<file path="src/rtl/lnk_regs_pkg.sv">
package lnk_regs_pkg;
  localparam int WORD_W = 32;
  localparam int ADDR_W = 8;
  localparam logic [ADDR_W-1:0] OFS_STAT = 8'h04;
  localparam logic [ADDR_W-1:0] OFS_CTRL = 8'h08;

  // big-endian numbering: field bit n lives at vector index WORD_W-1-n
  localparam int S_BMC     = WORD_W - 1 - 3;
  localparam int S_LKON    = WORD_W - 1 - 4;
  localparam int S_LPS     = WORD_W - 1 - 5;
  localparam int S_PING_HI = WORD_W - 1 - 7;
  localparam int S_PING_LO = WORD_W - 1 - 15;
  localparam int S_ACKERR  = WORD_W - 1 - 23;
  localparam int S_ACK_HI  = WORD_W - 1 - 24;
  localparam int S_ACK_LO  = WORD_W - 1 - 27;
  localparam int S_ACKVLD  = WORD_W - 1 - 31;
  localparam int PING_W    = S_PING_HI - S_PING_LO + 1;
  localparam int ACK_W     = S_ACK_HI - S_ACK_LO + 1;

  localparam int C_IDVAL   = WORD_W - 1 - 0;
  localparam int C_RXSID   = WORD_W - 1 - 1;
  localparam int C_RSISEL  = WORD_W - 1 - 2;
  localparam int C_BSY     = WORD_W - 1 - 4;
  localparam int C_TREN    = WORD_W - 1 - 5;
  localparam int C_ACARB   = WORD_W - 1 - 7;
  localparam int C_RSTTR   = WORD_W - 1 - 10;
  localparam int C_ERRRESP = WORD_W - 1 - 14;
  localparam int C_FIX_W   = 16;
  localparam logic [C_FIX_W-1:0] C_FIX_VAL = 16'hCA00;

  localparam logic [WORD_W-1:0] STAT_RST = 32'h1400_0000;
  localparam logic [WORD_W-1:0] CTRL_RST = 32'h4400_CA00;

  typedef struct packed {
    logic rx_selfid;
    logic selfid_sel;
    logic force_busy;
    logic txn_en;
    logic accel_arb;
    logic err_resp;
  } ctrl_fields_t;
endpackage

</file>
<file path="src/rtl/lnk_ping_timer.sv">
module lnk_ping_timer #(
  parameter int CNT_W = 9,
  parameter int DIV   = 2
) (
  input  logic             clk_i,
  input  logic             rst_ni,
  input  logic             clr_i,
  input  logic             tx_i,
  input  logic             rx_i,
  output logic [CNT_W-1:0] count_o
);
  localparam int PS_W = (DIV > 1) ? $clog2(DIV) : 1;
  localparam logic [CNT_W-1:0] CNT_MAX = {CNT_W{1'b1}};
  localparam logic [PS_W-1:0]  PS_LAST = PS_W'(DIV - 1);

  logic             run_q, run_d;
  logic [PS_W-1:0]  ps_q, ps_d;
  logic [CNT_W-1:0] cnt_q, cnt_d;

  always_comb begin
    run_d = run_q;
    ps_d  = ps_q;
    cnt_d = cnt_q;
    if (clr_i) begin
      run_d = 1'b0;
      ps_d  = '0;
      cnt_d = '0;
    end else if (tx_i) begin
      run_d = 1'b1;
      ps_d  = '0;
      cnt_d = '0;
    end else if (run_q) begin
      if (rx_i) begin
        run_d = 1'b0;
      end else if (ps_q == PS_LAST) begin
        ps_d = '0;
        if (cnt_q != CNT_MAX) cnt_d = cnt_q + 1'b1;
      end else begin
        ps_d = ps_q + 1'b1;
      end
    end
  end

  always_ff @(posedge clk_i or negedge rst_ni) begin
    if (!rst_ni) begin
      run_q <= 1'b0;
      ps_q  <= '0;
      cnt_q <= '0;
    end else begin
      run_q <= run_d;
      ps_q  <= ps_d;
      cnt_q <= cnt_d;
    end
  end

  assign count_o = cnt_q;

  // while counting, the value never decreases (saturation, no wrap)
  a_r7_no_wrap: assert property (@(posedge clk_i) disable iff (!rst_ni)
    run_q && !clr_i && !tx_i |=> cnt_q >= $past(cnt_q));
  // a response ends the measurement
  a_r7_stop: assert property (@(posedge clk_i) disable iff (!rst_ni)
    run_q && rx_i && !clr_i && !tx_i |=> !run_q);
endmodule

</file>
<file path="src/rtl/lnk_stat_reg.sv">
module lnk_stat_reg
  import lnk_regs_pkg::*;
(
  input  logic              clk_i,
  input  logic              rst_ni,
  input  logic              bus_rst_i,
  input  logic              bmc_i,
  input  logic              linkon_det_i,
  input  logic              ack_vld_i,
  input  logic [ACK_W-1:0]  ack_code_i,
  input  logic              ack_err_i,
  input  logic [PING_W-1:0] ping_cnt_i,
  input  logic              wr_i,
  input  logic              wr_lkon_i,
  input  logic              wr_lps_i,
  input  logic              rd_i,
  output logic [WORD_W-1:0] word_o,
  output logic              lps_o
);
  logic             bmc_q, bmc_d;
  logic             lkon_q, lkon_d;
  logic             lps_q, lps_d;
  logic             err_q, err_d;
  logic             vld_q, vld_d;
  logic [ACK_W-1:0] code_q, code_d;

  always_comb begin
    bmc_d  = bmc_i;
    lkon_d = lkon_q;
    if (linkon_det_i)         lkon_d = 1'b1;
    else if (wr_i && wr_lkon_i) lkon_d = 1'b0;
    lps_d  = wr_i ? wr_lps_i : lps_q;
    code_d = code_q;
    vld_d  = vld_q;
    err_d  = err_q;
    if (bus_rst_i) begin
      code_d = '0;
      vld_d  = 1'b0;
      err_d  = 1'b0;
    end else if (ack_vld_i) begin
      code_d = ack_code_i;
      vld_d  = 1'b1;
      err_d  = err_q | ack_err_i;
    end else if (rd_i) begin
      vld_d  = 1'b0;
    end
  end

  always_ff @(posedge clk_i or negedge rst_ni) begin
    if (!rst_ni) begin
      bmc_q  <= STAT_RST[S_BMC];
      lkon_q <= STAT_RST[S_LKON];
      lps_q  <= STAT_RST[S_LPS];
      err_q  <= STAT_RST[S_ACKERR];
      vld_q  <= STAT_RST[S_ACKVLD];
      code_q <= STAT_RST[S_ACK_HI:S_ACK_LO];
    end else begin
      bmc_q  <= bmc_d;
      lkon_q <= lkon_d;
      lps_q  <= lps_d;
      err_q  <= err_d;
      vld_q  <= vld_d;
      code_q <= code_d;
    end
  end

  always_comb begin
    word_o                      = '0;
    word_o[S_BMC]               = bmc_q;
    word_o[S_LKON]              = lkon_q;
    word_o[S_LPS]               = lps_q;
    word_o[S_PING_HI:S_PING_LO] = ping_cnt_i;
    word_o[S_ACKERR]            = err_q;
    word_o[S_ACK_HI:S_ACK_LO]   = code_q;
    word_o[S_ACKVLD]            = vld_q;
  end

  assign lps_o = lps_q;

  // a captured acknowledge is held with its valid flag
  a_r4_capture: assert property (@(posedge clk_i) disable iff (!rst_ni)
    ack_vld_i && !bus_rst_i |=> vld_q && (code_q == $past(ack_code_i)));
  // a read with no new acknowledge drops the valid flag
  a_r5_read_clear: assert property (@(posedge clk_i) disable iff (!rst_ni)
    rd_i && !ack_vld_i |=> !vld_q);
  // bus reset clears the acknowledge state, keeps link power
  a_r2_bus_clear: assert property (@(posedge clk_i) disable iff (!rst_ni)
    bus_rst_i && !wr_i |=> !vld_q && !err_q && $stable(lps_q));
  // detection always leaves link-on set
  a_r3_lkon_set: assert property (@(posedge clk_i) disable iff (!rst_ni)
    linkon_det_i |=> lkon_q);
  // error flag is sticky outside bus reset
  a_r6_err_sticky: assert property (@(posedge clk_i) disable iff (!rst_ni)
    err_q && !bus_rst_i |=> err_q);
endmodule

</file>
<file path="src/rtl/lnk_ctrl_reg.sv">
module lnk_ctrl_reg
  import lnk_regs_pkg::*;
(
  input  logic              clk_i,
  input  logic              rst_ni,
  input  logic              wr_i,
  input  logic [WORD_W-1:0] wdata_i,
  input  logic              done_i,
  output logic [WORD_W-1:0] word_o,
  output ctrl_fields_t      fld_o,
  output logic              qrst_o
);
  localparam ctrl_fields_t FLD_RST = '{
    rx_selfid:  CTRL_RST[C_RXSID],
    selfid_sel: CTRL_RST[C_RSISEL],
    force_busy: CTRL_RST[C_BSY],
    txn_en:     CTRL_RST[C_TREN],
    accel_arb:  CTRL_RST[C_ACARB],
    err_resp:   CTRL_RST[C_ERRRESP]
  };

  ctrl_fields_t fld_q, fld_d;
  logic         idval_q, idval_d;
  logic         rsttr_q, rsttr_d;

  always_comb begin
    fld_d = fld_q;
    if (wr_i) begin
      fld_d.rx_selfid  = wdata_i[C_RXSID];
      fld_d.selfid_sel = wdata_i[C_RSISEL];
      fld_d.force_busy = wdata_i[C_BSY];
      fld_d.txn_en     = wdata_i[C_TREN];
      fld_d.accel_arb  = wdata_i[C_ACARB];
      fld_d.err_resp   = wdata_i[C_ERRRESP];
    end
    idval_d = idval_q | done_i;
    rsttr_d = wr_i & wdata_i[C_RSTTR];
  end

  always_ff @(posedge clk_i or negedge rst_ni) begin
    if (!rst_ni) begin
      fld_q   <= FLD_RST;
      idval_q <= CTRL_RST[C_IDVAL];
      rsttr_q <= CTRL_RST[C_RSTTR];
    end else begin
      fld_q   <= fld_d;
      idval_q <= idval_d;
      rsttr_q <= rsttr_d;
    end
  end

  always_comb begin
    word_o               = '0;
    word_o[C_FIX_W-1:0]  = C_FIX_VAL;
    word_o[C_IDVAL]      = idval_q;
    word_o[C_RXSID]      = fld_q.rx_selfid;
    word_o[C_RSISEL]     = fld_q.selfid_sel;
    word_o[C_BSY]        = fld_q.force_busy;
    word_o[C_TREN]       = fld_q.txn_en;
    word_o[C_ACARB]      = fld_q.accel_arb;
    word_o[C_RSTTR]      = rsttr_q;
    word_o[C_ERRRESP]    = fld_q.err_resp;
  end

  assign fld_o  = fld_q;
  assign qrst_o = rsttr_q;

  // the queue reset is a single-cycle pulse unless commanded again
  a_r9_single_pulse: assert property (@(posedge clk_i) disable iff (!rst_ni)
    qrst_o && !(wr_i && wdata_i[C_RSTTR]) |=> !qrst_o);
  // once valid, the ID flag stays set
  a_r11_idval_hold: assert property (@(posedge clk_i) disable iff (!rst_ni)
    word_o[C_IDVAL] |=> word_o[C_IDVAL]);
  // a control write reaches the enable output
  a_r8_tren_write: assert property (@(posedge clk_i) disable iff (!rst_ni)
    wr_i |=> fld_o.txn_en == $past(wdata_i[C_TREN]));
endmodule

</file>
<file path="src/rtl/lnk_regs.sv">
module lnk_regs
  import lnk_regs_pkg::*;
#(
  parameter int UNIT_CYC = 2
) (
  input  logic              clk_i,
  input  logic              arst_ni,
  input  logic [ADDR_W-1:0] addr_i,
  input  logic              wr_en_i,
  input  logic              rd_en_i,
  input  logic [WORD_W-1:0] wdata_i,
  output logic [WORD_W-1:0] rdata_o,
  input  logic              bus_rst_i,
  input  logic              bus_rst_done_i,
  input  logic              bm_capable_i,
  input  logic              linkon_det_i,
  input  logic              ack_vld_i,
  input  logic [ACK_W-1:0]  ack_code_i,
  input  logic              ack_err_i,
  input  logic              ping_tx_i,
  input  logic              ping_rx_i,
  input  logic              pkt_busy_i,
  output logic              lps_o,
  output logic              rx_selfid_o,
  output logic              selfid_sel_o,
  output logic              txn_en_o,
  output logic              accel_arb_o,
  output logic              err_resp_o,
  output logic              send_busy_o,
  output logic              q_rst_o
);
  logic [1:0] rst_sync_q;
  logic       rst_n;

  always_ff @(posedge clk_i or negedge arst_ni) begin
    if (!arst_ni) rst_sync_q <= 2'b00;
    else          rst_sync_q <= {rst_sync_q[0], 1'b1};
  end
  assign rst_n = rst_sync_q[1];

  logic sel_stat, sel_ctrl;
  assign sel_stat = (addr_i == OFS_STAT);
  assign sel_ctrl = (addr_i == OFS_CTRL);

  logic [PING_W-1:0] ping_cnt;
  logic [WORD_W-1:0] stat_word, ctrl_word;
  ctrl_fields_t      fld;

  lnk_ping_timer #(.CNT_W(PING_W), .DIV(UNIT_CYC)) u_ping (
    .clk_i   (clk_i),
    .rst_ni  (rst_n),
    .clr_i   (bus_rst_i),
    .tx_i    (ping_tx_i),
    .rx_i    (ping_rx_i),
    .count_o (ping_cnt)
  );

  lnk_stat_reg u_stat (
    .clk_i        (clk_i),
    .rst_ni       (rst_n),
    .bus_rst_i    (bus_rst_i),
    .bmc_i        (bm_capable_i),
    .linkon_det_i (linkon_det_i),
    .ack_vld_i    (ack_vld_i),
    .ack_code_i   (ack_code_i),
    .ack_err_i    (ack_err_i),
    .ping_cnt_i   (ping_cnt),
    .wr_i         (wr_en_i && sel_stat),
    .wr_lkon_i    (wdata_i[S_LKON]),
    .wr_lps_i     (wdata_i[S_LPS]),
    .rd_i         (rd_en_i && sel_stat),
    .word_o       (stat_word),
    .lps_o        (lps_o)
  );

  lnk_ctrl_reg u_ctrl (
    .clk_i   (clk_i),
    .rst_ni  (rst_n),
    .wr_i    (wr_en_i && sel_ctrl),
    .wdata_i (wdata_i),
    .done_i  (bus_rst_done_i),
    .word_o  (ctrl_word),
    .fld_o   (fld),
    .qrst_o  (q_rst_o)
  );

  logic [WORD_W-1:0] rdata_q, rdata_d;

  always_comb begin
    rdata_d = rdata_q;
    if (rd_en_i) begin
      if (sel_stat)      rdata_d = stat_word;
      else if (sel_ctrl) rdata_d = ctrl_word;
      else               rdata_d = '0;
    end
  end

  always_ff @(posedge clk_i or negedge rst_n) begin
    if (!rst_n) rdata_q <= '0;
    else        rdata_q <= rdata_d;
  end

  assign rdata_o      = rdata_q;
  assign rx_selfid_o  = fld.rx_selfid;
  assign selfid_sel_o = fld.selfid_sel;
  assign txn_en_o     = fld.txn_en;
  assign accel_arb_o  = fld.accel_arb;
  assign err_resp_o   = fld.err_resp;
  assign send_busy_o  = fld.force_busy | pkt_busy_i;

  // unmapped addresses read as zero on the next cycle
  a_r12_unmapped_zero: assert property (@(posedge clk_i) disable iff (!rst_n)
    rd_en_i && !sel_stat && !sel_ctrl |=> rdata_o == '0);
  // a read racing a new acknowledge still reports valid afterwards
  a_r5_race_keeps: assert property (@(posedge clk_i) disable iff (!rst_n)
    rd_en_i && sel_stat && ack_vld_i && !bus_rst_i |=> stat_word[S_ACKVLD]);
endmodule

</file>
<file path="config.mk">
export PLATFORM = sky130hd
export DESIGN_NAME = lnk_regs
export DESIGN_NICKNAME = d
export VERILOG_FILES = /design/src/rtl/lnk_regs_pkg.sv /design/src/rtl/lnk_ping_timer.sv /design/src/rtl/lnk_stat_reg.sv /design/src/rtl/lnk_ctrl_reg.sv /design/src/rtl/lnk_regs.sv
export SDC_FILE = /design/constraint.sdc
export NUM_CORES = 1
export LEC_CHECK = 0
export BUFFER_PORTS_ARGS = -buffer_cell sky130_fd_sc_hd__buf_2
export CAP_MARGIN = 20
export CELL_PAD_IN_SITES_DETAIL_PLACEMENT = 1
export CELL_PAD_IN_SITES_GLOBAL_PLACEMENT = 1
export CORE_ASPECT_RATIO = 1.25
export CORE_MARGIN = 2
export CORE_UTILIZATION = 30
export CTS_CLUSTER_SIZE = 16
export DETAILED_ROUTE_END_ITERATION = 12
export PLACE_DENSITY = 0.6
export SLEW_MARGIN = 20
export SYNTH_ARGS = -nofsm -noshare
export SYNTH_HDL_FRONTEND = slang
export SYNTH_HIERARCHICAL = 1
export SYNTH_SLANG_ARGS = --single-unit
</file>
<file path="constraint.sdc">
create_clock -name clk_i -period 2.6 [get_ports clk_i]
set_input_delay 0.13 -clock clk_i [delete_from_list [all_inputs] [get_ports clk_i]]
set_output_delay 0.13 -clock clk_i [all_outputs]
set_load 0.02 [all_outputs]
</file>
# Yosys cells after proc, flatten, opt, wreduce, memory -nomap -nowiden
# Index checks and enable logic that the tools add are counted.
# op_classes
add_sub_neg	2
eq_ne	4
muxes	26
n_bitwise	4
reduce_logical	12
# op_table
operator	n
32-bit two-way mux	2
9-bit two-way mux	6
1-bit two-way mux	16
3-bit nonzero test	4
9-bit by 1-bit adder with 9-bit output (second input constant)	1
9-bit inequality test (second input constant)	1
8-bit by 3-bit == test with 1-bit output (second input constant)	1
8-bit by 4-bit == test with 1-bit output (second input constant)	1
4-bit two-way mux	2
1-bit logical AND	4
4-bit AND reduction	1
2-bit nonzero test	2
3-bit inequality test (second input constant)	1
1-bit OR	3
2-bit AND reduction	1
1-bit adder (second input constant)	1
1-bit bitwise AND	1
# totals
reg_bits	62
input_bits	57
out_inout_bits	40
word_cells	67

# Logic depth before layout (Yosys ltp)
# Gate-level depths: netlist of the first run.
# depth
ltp_word	7
mapped_depth	8

# By module
# The synthesis of the first run kept the hierarchy.
# by_module_without_submodules
module	instances	cells_per_inst	area_per_inst_um2
lnk_regs	1	156	1767.9
lnk_ctrl_reg	1	51	565.5
lnk_ping_timer	1	54	555.5
lnk_stat_reg	1	55	554.3

# Worst setup path after synthesis of the first run
# Ideal clock, no wire load.
# synth_timing
path_type	flip-flop to flip-flop
startpoint	reg u_ping.cnt_q[0], in the netlist u_ping/count_o[0]
endpoint	reg u_ping.cnt_q[5], in the netlist u_ping/count_o[5]
setup_ns	0.078
arrival_ns	1.817
required_time_ns	2.522
slack_ns	0.705
path_stages_with_launch	8
path_buffers	0
cell_sequence	dfrtp_1 > ha_1 > nand3_1 > nor2_1 > ha_1 > nand4bb_4 > or4_1 > a21oi_1
# synth_between
elab_chain_cells	7
# synth_rtl
element	line_no	text
from (decl)	lnk_ping_timer.sv:18	logic [CNT_W-1:0] cnt_q, cnt_d;
from (signal assigned)	lnk_ping_timer.sv:52	cnt_q <= cnt_d;
9-bit by 1-bit adder with 9-bit output	lnk_ping_timer.sv:37	if (cnt_q != CNT_MAX) cnt_d = cnt_q + 1'b1;
9-bit two-way mux	lnk_ping_timer.sv:37	
9-bit two-way mux	lnk_ping_timer.sv:35	end else if (ps_q == PS_LAST) begin
9-bit two-way mux	lnk_ping_timer.sv:33	if (rx_i) begin
9-bit two-way mux	lnk_ping_timer.sv:32	end else if (run_q) begin
9-bit two-way mux	lnk_ping_timer.sv:28	end else if (tx_i) begin
9-bit two-way mux	lnk_ping_timer.sv:24	if (clr_i) begin
# Parallel ways exist; a longest one is shown, timed or not. The select of a mux whose other input is x is not followed.
# A chain may end at the register's enable or synchronous reset.

# Worst setup path in the final report of the first run
# layout_timing
startpoint	reg u_ping.cnt_q[0], in the netlist u_ping/count_o[0]
endpoint	reg u_ping.cnt_q[7], in the netlist u_ping/count_o[7]
# Same word-level chain as after synthesis.

==> reports/results.ini, run 1 <==
[die]
die_x_microns = 99.8
die_y_microns = 124
rows = 43
die-area_sq_mm = 0.0124
start_util = 0.309
core_sq_mm = 0.0111
io_pins = 97

[placement]
portBuffers = 71
pre_cts_ws_ps = 360
dp_hpwl_microns = 5180
globalplace.congestion = 0.768

[setup_path]
critPathMostFrequentCell = ha_1
crit_type = reg -> reg
worstPathCellList = ha_1, nand3_1, nor2_1, ha_1, nand4bb_4, or4_1, a21oi_1
crit_arrival_ps = 2520
critical-path-top-delay-family = simple AND/OR/NAND/NOR gates
crit_required_ps = 2840
slowest_delay_ps = 580
cp_num_buf_inv = 0
crit_slowest_cell = or4_1
critPathMaxFanout = 15
end_kind = register
setup.worst_path.start_class = register

[routing]
drt-initial-drc-count = 64
wl_microns = 7740
ant_nets = 0
vias = 2270
viasPerCell = 4.51
route.detailed.wl_per_inst_microns = 15.4
drc_errors = 0
dr.pass1.iters = 4

[final_layout]
nFillCells = 1255
nets = 422
drive_gt1_frac = 0.378
diodes = 0
seqCellArea_sq_mm = 0.00156
multi_input_area_sq_mm = 0.00132
area_growth_syn_to_layout_pct = 12.9

[clock_tree]
cts_buffers = 9
clockBufferDepth = 2
ctsRootBufferMaster = clkbuf_16
hold_buffers = 4
numClockSinks = 62
cts_resized = 0
path_clk_slew_ps = 50
ctsHtreeMaxLevel = 3
cts_setup_buffers = 0
clock_latency_ps = 320
cts_tree = yes

[yosys]
synth_top_area_frac = 0.422
synthTopCellsByArea = dfrtp_1 (42%), buf_4 (13%), o22ai_2 (11%)
synth_flop_cell = dfrtp_1
synth_common_cells = buf_4 (60), dfrtp_1 (58), inv_1 (34), a22oi_1 (32), o22ai_2 (30)
synth_cell_types = 37
synth-edff-count = 0
ys_warn_count = 6
ys_seq_elements = 62
syn_inst = 316
yosysTopAreaCell = dfrtp_1
ys_seq_area_frac = 0.452
synth_most_common_cell = buf_4
syn-mean-instance-area_sq_um = 10.9
syn_area_sq_mm = 0.00344
synth_async_sr_flop_share = 1.00

[timing]
hold_viol_final = 0
worst_slew_pin_slew_ps = 748
grt_setup_unrepaired = false
skew_ps = 5.61
final_max_slew_viol_count = 0
max_freq_mhz = 438
post-route-period-util = 0.878
fin_tns_setup_ps = 0
finalHoldWorstSlack_ps = 33.0
period_needed_ps = 2280
finalSetupViolations = 0
setup_slack_ps = 318
slew_headroom = 0.501

[power]
leakage_nw = 1.80
p_total_mw = 2.24
power.density_mw_per_mm2 = 575
ir_drop_uv = 295

[grt]
grt_usage = 0.133
grt_antenna_before_repair = 0
grt_max_degree = 34
grt_pass1_wl_microns = 12500
grt-ovfl-total = 0
grt_pass1_vias = 2395

[job]
maxCapViolations = 0

[worst_hold_path]
hp-class = in -> reg

[status]
status = completed

cell type report:
type,count,area share
multi-input combinational,175,0.339
timing repair buffer,81,0.117
clock buffer,15,0.0663
inverter,34,0.0328
tap,135,0.0435
clock inverter,1,0.00129
sequential,62,0.401
cells by family (layout without fill, tap and decap cells):
kind of cell,Yosys count,count (layout),synth area share
and+or+nand+nor,40,40,0.0709
xor gates and xnor gates,2,2,0.00509
buffers and inverters,114,131,0.206
muxes,13,13,0.0469
other,4,39,0.00436
adders and majority gates,2,2,0.00727
DFF,62,62,0.452
AOI/OAI and AO/OA,79,79,0.207
per-stage QoR:
step / area (sq um) / cells / utilization
6_report: 3890 / 503 / 0.349
3_3_place_gp: 3580 / 483 / 0.322
5_1_grt: 3890 / 503 / 0.349
2_1_floorplan: 3570 / 351 / -
4_1_cts: 3890 / 503 / 0.349
3_5_place_dp: 3580 / 483 / 0.322
metal layers:
metal / vias up / GRT usage / routed length, microns
li1: 1086 / - / -
met1: 1132 / 0.169 / 3600
met2: 46 / 0.221 / 3790
met3: 6 / 0.0337 / 270
met4: 0 / 0.0462 / 79
met5: - / 0 / 0
power by group:
| part | internal [mW] | total (mW) | leakage, nW | switching (mW) |
|---|---|---|---|---|
| logic | 0.0671 | 0.167 | 0.847 | 0.0997 |
| clock network | 0.671 | 1.06 | 0.128 | 0.394 |
| registers | 0.985 | 1.01 | 0.828 | 0.0205 |
flip-flops by register name, summed over array words and instances (netlist names):
name / count
u_ping/count_o: 9
u_ping/run_q: 1
u_ctrl/fld_o: 6
u_ctrl/qrst_o: 1
u_stat/err_q: 1
u_stat/lkon_q: 1
rst_sync_q: 2
u_stat/bmc_q: 1
u_stat/vld_q: 1
u_ping/ps_q: 1
rdata_o: 32
u_ctrl/idval_q: 1
u_stat/code_q: 4
u_stat/lps_o: 1
layout by cell type, fill, tap and decap left out, drive strengths merged:
cell type / n
and3: 3
o31ai: 3
o22ai: 32
nand4: 2
nand3: 2
or2: 3
a21oi: 8
nand2b: 1
nand4bb: 1
mux2i: 6
and2: 1
mux2: 7
or3: 3
nor3: 1
inv: 34
buf: 77
o21ai: 3
clkinv: 1
ha: 2
dlygate4sd3: 4
xnor2: 1
dfstp: 4
nor2: 12
xor2: 1
or4: 4
nand2: 3
conb: 39
or4b: 1
dfrtp: 58
clkbuf: 15
a22oi: 32
nor2b: 3
a21o: 1
final timing paths:
kind	startpoint	to	slack, ps	depth (start not counted)
max reg2reg	u_ping/count_o[0]	u_ping/count_o[7]	320	7
max in group asynchronous	rst_sync_q[1]	u_ctrl/fld_o[5]	1560	1
max	u_ping/count_o[0]	u_ping/count_o[7]	320	7
min in group asynchronous	arst_ni	rst_sync_q[0]	120	2
min reg2reg	rst_sync_q[1]	rdata_o[14]	330	0
min	wdata_i[21]	u_ctrl/qrst_o	30	2
(Power assumes the default switching activity.)
==> inputs of run 2 (changes only) <==
--- a/config.mk
+++ b/config.mk
@@ -7,14 +7,12 @@
 export LEC_CHECK = 0
 export BUFFER_PORTS_ARGS = -buffer_cell sky130_fd_sc_hd__buf_2
 export CAP_MARGIN = 20
-export CELL_PAD_IN_SITES_DETAIL_PLACEMENT = 1
-export CELL_PAD_IN_SITES_GLOBAL_PLACEMENT = 1
 export CORE_ASPECT_RATIO = 1.25
 export CORE_MARGIN = 2
 export CORE_UTILIZATION = 30
 export CTS_CLUSTER_SIZE = 16
 export DETAILED_ROUTE_END_ITERATION = 12
-export PLACE_DENSITY = 0.6
+export PLACE_DENSITY = 0.48
 export SLEW_MARGIN = 20
 export SYNTH_ARGS = -nofsm -noshare
 export SYNTH_HDL_FRONTEND = slang
==> run 2 against run 1 <==
First-iteration DRC count fell by 3.1%. Critical path depth unchanged. Cell area barely moved.
==> reports/results.ini, run 2 (synthesis results as in run 1) <==
[die]
die-area_sq_mm = 0.0124
rows = 43
io_pins = 97
start_util = 0.309
die_y_microns = 124
die_x_microns = 99.8
core_sq_mm = 0.0111

[timing]
hold_viol_final = 0
skew_ps = 5.83
post-route-period-util = 0.855
grt_setup_unrepaired = false
slew_headroom = 0.547
final_max_slew_viol_count = 0
finalSetupViolations = 0
max_freq_mhz = 450
period_needed_ps = 2220
fin_tns_setup_ps = 0
worst_slew_pin_slew_ps = 680

[setup_path]
end_kind = register
r2r_cells = 7
critPathCapture = u_ping/count_o[7]
r2r_setup_slack_ps = 380
crit_start = u_ping/count_o[0]
critPathMaxFanout = 15
rr_endpoint = u_ping/count_o[7]
crit_type = reg -> reg
setup.worst_path.start_class = register
crit_arrival_ps = 2480
timing.rr.start = u_ping/count_o[0]
crit_required_ps = 2850

[power]
ir_drop_uv = 253
p_total_mw = 2.32
leakage_nw = 1.80
power.density_mw_per_mm2 = 597

[routing]
ant_nets = 0
drt-initial-drc-count = 62
dr.pass1.iters = 4
vias = 2198
route.detailed.wl_per_inst_microns = 14.5
viasPerCell = 4.39
drc_errors = 0
wl_microns = 7260

[final_layout]
multi_input_area_sq_mm = 0.00132
area_growth_syn_to_layout_pct = 12.9
largest_reg_flops = 32
nets = 420
final_cells = 501
final_cell_mix = buf_2 (71), dfrtp_1 (57), conb_1 (39)
diodes = 0
final_common_cell = buf_2
nFillCells = 1117
seqCellArea_sq_mm = 0.00156
drive_gt1_frac = 0.383

[clock_tree]
clock_latency_ps = 320
ctsHtreeMaxLevel = 3
cts_buffers = 9
numClockSinks = 62
ctsRootBufferMaster = clkbuf_16
clockBufferDepth = 2
cts_tree = yes
path_clk_slew_ps = 50
cts_setup_buffers = 0

[grt]
grt_usage = 0.125
grt_pass1_wl_microns = 11700
grt_max_degree = 52
grt-ovfl-total = 0
grt_pass1_vias = 2255
grt_antenna_before_repair = 0

[placement]
placed_cells = 482
portBuffers = 71
globalplace.congestion = 0.761
dp_hpwl_microns = 4670

[status]
status = completed

[worst_hold_path]
hp-class = in -> reg

[job]
maxCapViolations = 0

-- run 2: cell types whose count changed in the layout (fill, tap and decap cells not counted) --
cell | previous run | this run
clkbuf_1 | 5 | 3
buf_12 | 1 | 0
clkinv_2 | 1 | 0
clkbuf_8 | 1 | 4
dlygate4sd3_1 | 4 | 3
-- run 2: final cells by class --
class,instances,area share
Inverter,34,0.0328
Tap cell,135,0.0435
Multi-Input combinational cell,175,0.339
Sequential cell,62,0.401
Timing Repair Buffer,79,0.109
Clock buffer,16,0.0750
-- run 2: worst max-delay path, cell delays in order (launching register included) --
cell and delay, ps:
dfrtp_1 410, ha_1 220, nand3_1 170, nor2_1 80, ha_1 190, nand4bb_4 360, or4_1 570, a21oi_1 150
-- run 2: where the power goes --
group	switching, mW	internal, mW
sequential	0.0138	0.985
clock	0.403	0.750
combinational	0.103	0.0639
-- run 2: worst min path at each step --
stage | start | to | slack, ps | cells past startpoint
floorplan | arst_ni | rst_sync_q[0] | -170 | 0
global placement | arst_ni | rst_sync_q[0] | -80 | 1
detailed placement | arst_ni | rst_sync_q[0] | -80 | 1
CTS | bus_rst_done_i | u_ctrl/idval_q | 7 | 2
global route | bus_rst_done_i | u_ctrl/idval_q | 20 | 2
finish | bus_rst_done_i | u_ctrl/idval_q | 10 | 2
-- run 2: per-stage QoR --
step	setup WS (ps)	utilization	area, sq um	hold slack, ps
CTS	371	0.349	3890	7.13
detailed placement	378	0.320	3560	-77.4
global route	220	0.349	3890	18.2
floorplan	705	-	3570	-166
finish	377	0.349	3890	13.4
global placement	403	0.320	3560	-80.3
-- run 2: what timing repair did --
item | 4_1_cts | 5_1_grt
resized for setup | 0 | 0
endpoints found under the hold margin | 4 | 0
hold buffers | 3 | 0
-- run 2: metal layers --
layer	share of wire	wire, microns	global-route usage
met4	0.015	106	0.0514
met2	0.51	3690	0.216
met5	0	0	0
met3	0.055	400	0.0348
met1	0.42	3070	0.145
